[src/rtl/amo_pkg.sv]
package amo_pkg;

   typedef enum logic [3:0] {
      AMO_SWAP = 4'd0,
      AMO_ADD  = 4'd1,
      AMO_AND  = 4'd2,
      AMO_OR   = 4'd3,
      AMO_XOR  = 4'd4,
      AMO_MIN  = 4'd5,
      AMO_MAX  = 4'd6,
      AMO_MINU = 4'd7,
      AMO_MAXU = 4'd8,
      AMO_LR   = 4'd9,
      AMO_SC   = 4'd10
   } amo_op_e;

   // arithmetic and logic ops always modify memory
   function automatic logic amo_is_rmw(amo_op_e op);
      return (op <= AMO_MAXU);
   endfunction

endpackage

[src/rtl/amo_word_pick.sv]
module amo_word_pick #(
   parameter int LINE_BYTES = 64,
   localparam int OFF_W     = $clog2(LINE_BYTES),
   localparam int LINE_BITS = LINE_BYTES * 8
) (
   input  logic [LINE_BITS-1:0] line,
   input  logic [OFF_W-1:0]     off,
   input  logic                 size64,
   output logic [63:0]          dword,
   output logic [63:0]          old_val
);
   localparam int DW_W = OFF_W - 3;

   logic [DW_W-1:0] dw_sel;
   logic [31:0]     half;

   assign dw_sel  = off[OFF_W-1:3];
   assign dword   = line[dw_sel*64 +: 64];
   assign half    = off[2] ? dword[63:32] : dword[31:0];
   assign old_val = size64 ? dword : {{32{half[31]}}, half};
endmodule

[src/rtl/amo_alu.sv]
module amo_alu
   import amo_pkg::*;
(
   input  amo_op_e     op,
   input  logic        size64,
   input  logic [63:0] old_val,
   input  logic [63:0] operand,
   output logic [63:0] result
);
   logic [63:0] opnd;
   logic        lt_s;
   logic        lt_u;

   // sign extension keeps both signed and unsigned ordering of 32-bit values
   assign opnd = size64 ? operand : {{32{operand[31]}}, operand[31:0]};
   assign lt_s = $signed(old_val) < $signed(opnd);
   assign lt_u = old_val < opnd;

   always_comb begin
      unique case (op)
         AMO_SWAP: result = opnd;
         AMO_ADD:  result = old_val + opnd;
         AMO_AND:  result = old_val & opnd;
         AMO_OR:   result = old_val | opnd;
         AMO_XOR:  result = old_val ^ opnd;
         AMO_MIN:  result = lt_s ? old_val : opnd;
         AMO_MAX:  result = lt_s ? opnd : old_val;
         AMO_MINU: result = lt_u ? old_val : opnd;
         AMO_MAXU: result = lt_u ? opnd : old_val;
         AMO_SC:   result = opnd;
         default:  result = old_val;
      endcase
   end
endmodule

[src/rtl/amo_line_merge.sv]
module amo_line_merge #(
   parameter int LINE_BYTES = 64,
   localparam int OFF_W     = $clog2(LINE_BYTES),
   localparam int LINE_BITS = LINE_BYTES * 8,
   localparam int NDW       = LINE_BYTES / 8
) (
   input  logic [LINE_BITS-1:0]  line,
   input  logic [OFF_W-1:0]      off,
   input  logic                  size64,
   input  logic [63:0]           result,
   output logic [LINE_BITS-1:0]  merged,
   output logic [LINE_BYTES-1:0] mask
);
   for (genvar d = 0; d < NDW; d++) begin : g_dw
      logic        hit;
      logic [63:0] old_dw;
      assign hit    = (off[OFF_W-1:3] == d[OFF_W-4:0]);
      assign old_dw = line[d*64 +: 64];

      always_comb begin
         if (!hit) begin
            merged[d*64 +: 64] = old_dw;
            mask[d*8 +: 8]     = 8'h00;
         end else if (size64) begin
            merged[d*64 +: 64] = result;
            mask[d*8 +: 8]     = 8'hFF;
         end else if (off[2]) begin
            merged[d*64 +: 64] = {result[31:0], old_dw[31:0]};
            mask[d*8 +: 8]     = 8'hF0;
         end else begin
            merged[d*64 +: 64] = {old_dw[63:32], result[31:0]};
            mask[d*8 +: 8]     = 8'h0F;
         end
      end
   end
endmodule

[src/rtl/amo_reservation.sv]
module amo_reservation #(
   parameter int ADDR_W     = 36,
   parameter int RSV_CYCLES = 64,
   localparam int CNT_W     = $clog2(RSV_CYCLES + 1)
) (
   input  logic              clk,
   input  logic              rst_n,
   input  logic              set_lr,
   input  logic              clr_sc,
   input  logic [ADDR_W-1:0] set_addr,
   input  logic [ADDR_W-1:0] query_addr,
   input  logic [ADDR_W-1:0] probe_addr,
   output logic              query_hit,
   output logic              probe_hold
);
   localparam logic [CNT_W-1:0] CNT_LOAD = CNT_W'(RSV_CYCLES);

   logic [CNT_W-1:0]  cnt_q;
   logic [ADDR_W-1:0] addr_q;
   logic              live;

   always_ff @(posedge clk) begin
      if (!rst_n) begin
         cnt_q  <= '0;
         addr_q <= '0;
      end else if (set_lr) begin
         cnt_q  <= CNT_LOAD;
         addr_q <= set_addr;
      end else if (clr_sc) begin
         cnt_q  <= '0;
      end else if (cnt_q != '0) begin
         cnt_q  <= cnt_q - 1'b1;
      end
   end

   assign live       = (cnt_q != '0);
   assign query_hit  = live && (addr_q == query_addr);
   assign probe_hold = live && (addr_q == probe_addr);
endmodule

[src/rtl/amo_commit_stage.sv]
module amo_commit_stage
   import amo_pkg::*;
#(
   parameter int LINE_BYTES = 64,
   parameter int ADDR_W     = 36,
   parameter int RSV_CYCLES = 64
) (
   input  logic                              clk,
   input  logic                              rst_n,
   input  logic                              req_valid,
   input  logic [3:0]                        req_op,
   input  logic [ADDR_W-1:0]                 req_addr,
   input  logic [$clog2(LINE_BYTES)-1:0]     req_off,
   input  logic                              req_size64,
   input  logic [63:0]                       req_operand,
   input  logic [LINE_BYTES*8-1:0]           req_line,
   input  logic [ADDR_W-1:0]                 probe_addr,
   output logic                              busy,
   output logic                              wr_valid,
   output logic [ADDR_W-1:0]                 wr_addr,
   output logic [LINE_BYTES*8-1:0]           wr_data,
   output logic [LINE_BYTES-1:0]             wr_mask,
   output logic                              resp_valid,
   output logic [63:0]                       resp_data,
   output logic                              probe_hold
);
   localparam int OFF_W     = $clog2(LINE_BYTES);
   localparam int LINE_BITS = LINE_BYTES * 8;

   if (LINE_BYTES < 16 || (LINE_BYTES & (LINE_BYTES - 1)) != 0) begin : g_bad_line
      $error("LINE_BYTES must be a power of two of at least 16");
   end
   if (RSV_CYCLES < 1) begin : g_bad_rsv
      $error("RSV_CYCLES must be at least 1");
   end
   if (ADDR_W < 1) begin : g_bad_addr
      $error("ADDR_W must be positive");
   end

   // captured request (first cycle)
   logic                 exec_q, wb_q;
   amo_op_e              op_q;
   logic [ADDR_W-1:0]    addr_q;
   logic [OFF_W-1:0]     off_q;
   logic                 size64_q;
   logic [63:0]          opnd_q;
   logic [LINE_BITS-1:0] line_q;

   // results (second cycle)
   logic                  wen_q;
   logic [LINE_BITS-1:0]  wdata_q;
   logic [LINE_BYTES-1:0] wmask_q;
   logic [63:0]           resp_q;

   logic                 accept;
   logic [63:0]          dword_c, old_c, res_c;
   logic [LINE_BITS-1:0] merged_c;
   logic [LINE_BYTES-1:0] mask_c;
   logic                 sc_ok;
   logic                 is_lr, is_sc;

   assign accept = req_valid && !exec_q;
   assign is_lr  = (op_q == AMO_LR);
   assign is_sc  = (op_q == AMO_SC);

   always_ff @(posedge clk) begin
      if (!rst_n) begin
         exec_q <= 1'b0;
         wb_q   <= 1'b0;
      end else begin
         exec_q <= accept;
         wb_q   <= exec_q;
      end
   end

   always_ff @(posedge clk) begin
      if (!rst_n) begin
         op_q     <= AMO_SWAP;
         addr_q   <= '0;
         off_q    <= '0;
         size64_q <= 1'b0;
         opnd_q   <= '0;
         line_q   <= '0;
      end else if (accept) begin
         op_q     <= amo_op_e'(req_op);
         addr_q   <= req_addr;
         off_q    <= req_off;
         size64_q <= req_size64;
         opnd_q   <= req_operand;
         line_q   <= req_line;
      end
   end

   amo_word_pick #(.LINE_BYTES(LINE_BYTES)) u_pick (
      .line    (line_q),
      .off     (off_q),
      .size64  (size64_q),
      .dword   (dword_c),
      .old_val (old_c)
   );

   amo_alu u_alu (
      .op      (op_q),
      .size64  (size64_q),
      .old_val (old_c),
      .operand (opnd_q),
      .result  (res_c)
   );

   amo_line_merge #(.LINE_BYTES(LINE_BYTES)) u_merge (
      .line    (line_q),
      .off     (off_q),
      .size64  (size64_q),
      .result  (res_c),
      .merged  (merged_c),
      .mask    (mask_c)
   );

   amo_reservation #(.ADDR_W(ADDR_W), .RSV_CYCLES(RSV_CYCLES)) u_rsv (
      .clk        (clk),
      .rst_n      (rst_n),
      .set_lr     (exec_q && is_lr),
      .clr_sc     (exec_q && is_sc),
      .set_addr   (addr_q),
      .query_addr (addr_q),
      .probe_addr (probe_addr),
      .query_hit  (sc_ok),
      .probe_hold (probe_hold)
   );

   always_ff @(posedge clk) begin
      if (!rst_n) begin
         wen_q   <= 1'b0;
         wdata_q <= '0;
         wmask_q <= '0;
         resp_q  <= '0;
      end else if (exec_q) begin
         wen_q   <= amo_is_rmw(op_q) || (is_sc && sc_ok);
         wdata_q <= merged_c;
         wmask_q <= mask_c;
         if (is_sc) resp_q <= sc_ok ? 64'd0 : 64'd1;
         else       resp_q <= old_c;
      end
   end

   assign busy       = exec_q;
   assign resp_valid = wb_q;
   assign resp_data  = resp_q;
   assign wr_valid   = wb_q && wen_q;
   assign wr_addr    = addr_q;
   assign wr_data    = wdata_q;
   assign wr_mask    = wmask_q;

   logic unused_dw;
   assign unused_dw = ^dword_c;
endmodule

[config.mk]
export PLATFORM = sky130hd
export DESIGN_NAME = amo_commit_stage
export DESIGN_NICKNAME = d
export VERILOG_FILES = /design/src/rtl/amo_pkg.sv /design/src/rtl/amo_word_pick.sv /design/src/rtl/amo_alu.sv /design/src/rtl/amo_line_merge.sv /design/src/rtl/amo_reservation.sv /design/src/rtl/amo_commit_stage.sv
export SDC_FILE = /design/constraint.sdc
export NUM_CORES = 2
export LEC_CHECK = 0
export BUFFER_PORTS_ARGS = -buffer_cell sky130_fd_sc_hd__buf_2
export CAP_MARGIN = 15
export CELL_PAD_IN_SITES_DETAIL_PLACEMENT = 0
export CELL_PAD_IN_SITES_GLOBAL_PLACEMENT = 1
export CORE_AREA = 3 3 520 522
export DETAILED_ROUTE_END_ITERATION = 6
export DIE_AREA = 0 0 523 525
export PLACE_DENSITY_LB_ADDON = 0.15
export SETUP_SLACK_MARGIN = 0.15
export SLEW_MARGIN = 20
export SYNTH_ARGS = -nofsm -noshare
export SYNTH_HDL_FRONTEND = slang
export SYNTH_SLANG_ARGS = --single-unit
export TNS_END_PERCENT = 100
[constraint.sdc]
create_clock -name clk -period 7.2 [get_ports clk]
set_input_delay 1.08 -clock clk [delete_from_list [all_inputs] [get_ports clk]]
set_output_delay 1.08 -clock clk [all_outputs]
set_load 0.02 [all_outputs]
# Word-level counts from Yosys, hierarchy flattened

Cells that the tools add are included.

Output and inout port bits: 680
Word-level logic and storage cells: 106
Register bits after elaboration: 1309
Bits of input ports: 662

Order comparisons: 3
Eq/ne operators: 19
Shift operators: 1
Reductions and logical operators: 15
Mux-type cells: 47
Bitwise operators: 4
Add/subtract/negate cells: 2

Operator list:

| kind                                                                   | number |
|---|---|
| 64-bit two-way mux                                                     | 31 |
| 64-bit case mux with 9 select lines                                    | 1 |
| 512-bit by 10-bit indexed part select with 64-bit output               | 1 |
| 64-bit less-than comparator                                            | 2 |
| 8-bit two-way mux                                                      | 10 |
| 36-bit equality test                                                   | 2 |
| 64-bit adder                                                           | 1 |
| 64-bit bitwise AND                                                     | 1 |
| 64-bit bitwise OR                                                      | 1 |
| 64-bit bitwise XOR                                                     | 1 |
| 32-bit two-way mux                                                     | 1 |
| 7-bit two-way mux                                                      | 3 |
| 4-bit by 3-bit equality test with 1-bit output (second input constant) | 4 |
| 3-bit equality test (second input constant)                            | 4 |
| 4-bit equality test (second input constant)                            | 3 |
| 4-bit by 2-bit equality test with 1-bit output (second input constant) | 2 |
| 1-bit logical AND                                                      | 7 |
| 7-bit nonzero test                                                     | 1 |
| 7-bit by 1-bit subtractor with 7-bit output (second input constant)    | 1 |
| 3-bit by 2-bit equality test with 1-bit output (second input constant) | 2 |
| 4-bit by 1-bit equality test with 1-bit output (second input constant) | 1 |
| 4-bit <= comparator (second input constant)                            | 1 |
| 4-bit zero test                                                        | 1 |
| 3-bit by 1-bit equality test with 1-bit output (second input constant) | 1 |
| 8 further kinds                                                        | 8 |

# Depth between registers and ports, before layout

Depth after elaboration: 9
Gate-level depth with buffers: 27
Mapped depth without buffers: 19

# By module

Synthesis repeated with hierarchy kept, for this count alone.

Cell total of the unflattened synthesis: 7777
Area, all modules: 70538.9 um2

Modules (own cells, without submodules):

| module           | cells each | area each (um2) | sequential area each (um2) | times used |
|---|---|---|---|---|
| amo_commit_stage | 4859       | 47051.4         | 25344.3                    | 1 |
| amo_alu          | 1520       | 9585.4          | 0.0                        | 1 |
| amo_line_merge   | 731        | 6890.4          | 0.0                        | 1 |
| amo_word_pick    | 416        | 4528.1          | 0.0                        | 1 |
| amo_reservation  | 251        | 2483.6          | 860.8                      | 1 |

# Worst setup path before layout

OpenSTA, ideal clock, no wires.

Path type: reg2reg
From: register off_q[3]
To: register wdata_q[154], in the netlist wr_data[154]
Data arrival time: 6203 ps
Slack: 883 ps
Cell stages (with the launch flop): 25
Path buffers: 5
Clock period less this slack: 6317 ps
Required time: 7085 ps
Library setup time: 115 ps
Path through: dfxtp_1 > buf_2 > buf_2 > buf_2 > buf_2 > buf_2 > mux4_2 > mux2i_1 > nor2_1 > a21oi_1 > inv_1 > ha_1 > fa_1 > a21o_1 > a221oi_1 > o21ai_0 > a2111oi_1 > nor3_1 > a31oi_1 > xor2_1 > o21ai_0 > a221oi_1 > a21boi_1 > nor3_1 > o21a_1

Word-level cells in the longest chain between the ends: 9
Elaborated cells on any way between the ends: 18
Classes of those cells: 1 x add/sub; 2 x order compare; 1 x eq/ne; 1 x shift; 10 x mux; 3 x bitwise

RTL lines:

| item                                                     | RTL line                     | text |
|---|---|---|
| start: declaration                                       | amo_commit_stage.sv:44       | `logic [OFF_W-1:0] off_q;` |
| start signal: assignment                                 | amo_commit_stage.sv:87       | `off_q <= req_off;` |
| 512-bit by 10-bit indexed part select with 64-bit output | amo_word_pick.sv:18          | `assign dword = line[dw_sel*64 +: 64];` |
| 32-bit two-way mux                                       | amo_word_pick.sv:19          | `assign half = off[2] ? dword[63:32] : dword[31:0];` |
| 64-bit two-way mux                                       | amo_word_pick.sv:20          | `assign old_val = size64 ? dword : {{32{half[31]}}, half};` |
| 64-bit less-than comparator, on equally long branches    | amo_alu.sv:17, amo_alu.sv:16 |  |
| 64-bit two-way mux, on equally long branches             | -                            |  |
| 64-bit case mux with 9 select lines                      | amo_alu.sv:20                | `unique case (op)` |
| 64-bit two-way mux                                       | amo_line_merge.sv:27         | `end else if (off[2]) begin` |
| 64-bit two-way mux                                       | amo_line_merge.sv:24         | `end else if (size64) begin` |
| 64-bit two-way mux (*)                                   | amo_line_merge.sv:21         | `if (!hit) begin` |
| end signal: assignment                                   | amo_commit_stage.sv:139      | `wdata_q <= merged_c;` |
| end: declaration                                         | amo_commit_stage.sv:51       | `logic [LINE_BITS-1:0] wdata_q;` |

Every way passes the cells marked *; elsewhere a longest branch is shown, timed or not.
A chain may end at the register's enable or synchronous reset.

# Final worst setup path

From: register off_q[4]
To: register wdata_q[410], in the netlist wr_data[410]

Same word-level chain as after synthesis.

==> results.ini <==
[clock_network]
cts-root-buf=clkbuf_16
clk_pin_slew_ns=0.06
cts_made_buffers=154
cts_buffer_depth=3
clk_latency_ns=0.85
htree_num_levels=4
clock_sinks=1259
cts_hold_buffers=0
cts_tree=built

[timing]
period_needed_ns=6.96
maxSlewViolCount=0
skew_ns=0.0624
hold_ws_ns=0.461
hold_violations=0
slew_headroom_pct=14.4
setup_ws_ns=0.245
finalSetupTns_ns=0
rsz0062_at_grt=no
max_clock_freq_mhz=144
min_period_over_period_pct=96.6
worst_pin_slew_ns=1.28
finalSetupViolCount=0

[synth]
syn_inst=7726
seq_area_frac_synth_pct=40.3
async_reset_ff_share_pct=0
yosysUniqueCellTypes=100
synth-edff-count=0
syn_avg_cell_area_um2=8.09
netlist_area_um2=62500
yosysWarnings=0
synth.net_count=8583
ys_ff_latch=1259
synth_ff_type=dfxtp_1

[floorplanning]
initial_core_util_pct=23.5
design.core.area_um2=266000
fp-row-count=189
die_w_um=523
dieArea_um2=275000
die_y_um=525
io-pin-count=1342

[global_route]
grt_use_met2_pct=48.2
gr-usage-met3_pct=7.54
met1_usage_pct=39.6
grt_pass1_wl_um=583000
overflow=0
antenna_found_initial=125
grt_pass1_vias=66200
grt_max_degree=211
grt_usage_pct=30.3
busiest_layer=met2

[worst_setup_path]
cp_slowest_cell=a211oi_2
cp_max_fo=12
crit_path_end_kind=flop
cp-start-kind=flop
crit_top_cell=buf_4
worstSetupPathType=reg -> reg
slowest_delay_ns=0.79
cp.required_ns=7.91
arrival_ns=7.67

[final_layout]
syn_to_final_growth_pct=31.2
final_nets=9982
drive_gt1_share_pct=27.0
final_cell_area_um2=81900
final_core_utilization_pct=30.9
final_common_cell=nand2_1
final_cell_mix=1,544 x nand2_1, 1,338 x buf_2, 1,254 x dfxtp_1
fin_cells=12800

[hold_path]
hold_class=reg -> reg

[placement]
dp_hpwl_um=333000
gp_congestion=0.928
numPortBuffers=1339
dp_slack_ns=-0.242
dpl.cell_count=12500
post_dp_cell_area_um2=76500

[route]
routedWlPerCell_um=33.9
routed_wl_um=436000
drtPass1Iterations=7
via_count=69000
drt_iter0_markers=7543
avgViaCountPerCell=5.37
drc=13
ant_nets=0

[status]
outcome=finished, violations left
violations=DRC

[power_and_ir_drop]
leakage_nw=34.3
power.total_mw=20.3
ir_drop_mv=0.259
power_density_nw_per_um2=248

[flow_run]
maxCapViolCount=0

[synthesized netlist by cell type (31+ instances only)]
cell / instances / area share [%]
nand2_1: 1547 / 9.3
o21ai_0: 344 / 2.8
nor4_1: 38 / 0.38
a22oi_1: 221 / 2.7
buf_4: 53 / 0.64
xnor2_1: 31 / 0.43
and2_1: 47 / 0.47
ha_1: 194 / 3.9
nor3_1: 68 / 0.54
dfxtp_1: 1259 / 40
a22o_1: 37 / 0.52
mux2_2: 33 / 0.59
nor2_1: 568 / 3.4
a211oi_1: 44 / 0.53
nand3_1: 46 / 0.37
mux2i_1: 40 / 0.64
a221oi_1: 148 / 2.1
o22ai_1: 36 / 0.36
xor2_1: 75 / 1.1
a21oi_1: 1172 / 9.4
a21o_1: 46 / 0.55
clkbuf_1: 591 / 3.6
nor2b_1: 34 / 0.34
o21ai_1: 84 / 0.67
inv_1: 162 / 0.97
o221ai_1: 89 / 1.2
a222oi_1: 80 / 1.3
mux4_2: 128 / 4.6
o211ai_1: 34 / 0.41
o21a_1: 108 / 1.3
[cells by family (layout without fill, tap and decap cells)]
group                      after synthesis  in the layout  share of synthesized area, %
xor gates and xnor gates               106            106                          1.49
adders and majority gates              195            195                          3.92
AOI/OAI and AO/OA                     2651           2652                          26.9
and+or+nand+nor                       2444           2444                          15.9
muxes                                  201            201                          5.85
buffers and inverters                  870           2387                          5.64
DFF                                   1259           1259                          40.3
other                                    0             72                             0
[report_power, final]
group | switching (mW) | internal [mW] | total, mW
Combinational | 3.09 | 1.59 | 4.68
Sequential | 0.373 | 7.31 | 7.69
Clock | 3.52 | 4.43 | 7.95
Total | 6.98 | 13.3 | 20.3
[registers in the layout, summed over array words and instances, names as in the netlist]
name,flops
busy,1
wr_addr,36
opnd_q,64
resp_valid,1
off_q,4
resp_data,64
u_rsv.addr_q,36
u_rsv.cnt_q,7
wen_q,1
wr_mask,16
size64_q,1
op_q,4
wr_data,512
line_q,512
[timing repair]
item | 4_1_cts | 5_1_grt
endpoints found under the setup margin | 40 | 240
setup buffers | 0 | 4
pin swaps | 1 | 0
gates resized for setup | 5 | 18
cloned | 1 | 0
[cell type report]
type	count	area, µm²
fill	28900	184000
multi-input combinational	5598	34300
sequential	1259	25200
timing repair buffer	1942	12200
clock buffer	228	4440
tap	3533	4420
inverter	170	653
clock inverter	47	599
antenna	72	180
[per-layer routing]
layer	wire length [µm]	share of wire [%]
met1	187000	43
met2	197000	45
met3	34700	8.0
met4	17500	4.0
met5	431	0.099
[final timing paths]
check                  start            to  slack [ns]  cells after the start
setup / recovery    off_q[4]  wr_data[410]        0.24                     29
hold / removal    opnd_q[47]    opnd_q[47]        0.46                      2
setup reg to reg    off_q[4]  wr_data[410]        0.24                     29
hold reg to reg   opnd_q[47]    opnd_q[47]        0.46                      2
[critical path: cells and delay by family, from the launching register on]
family,cells,cell delay (ns)
flip-flops,1,0.59
AO/OA/AOI/OAI,8,2.40
AND/OR/NAND/NOR,7,1.07
adder cells (fa/ha/maj),1,0.25
buffers and inverters,11,2.13
multiplexers,2,0.36
No activity file was read; power rests on OpenSTA's default activity.
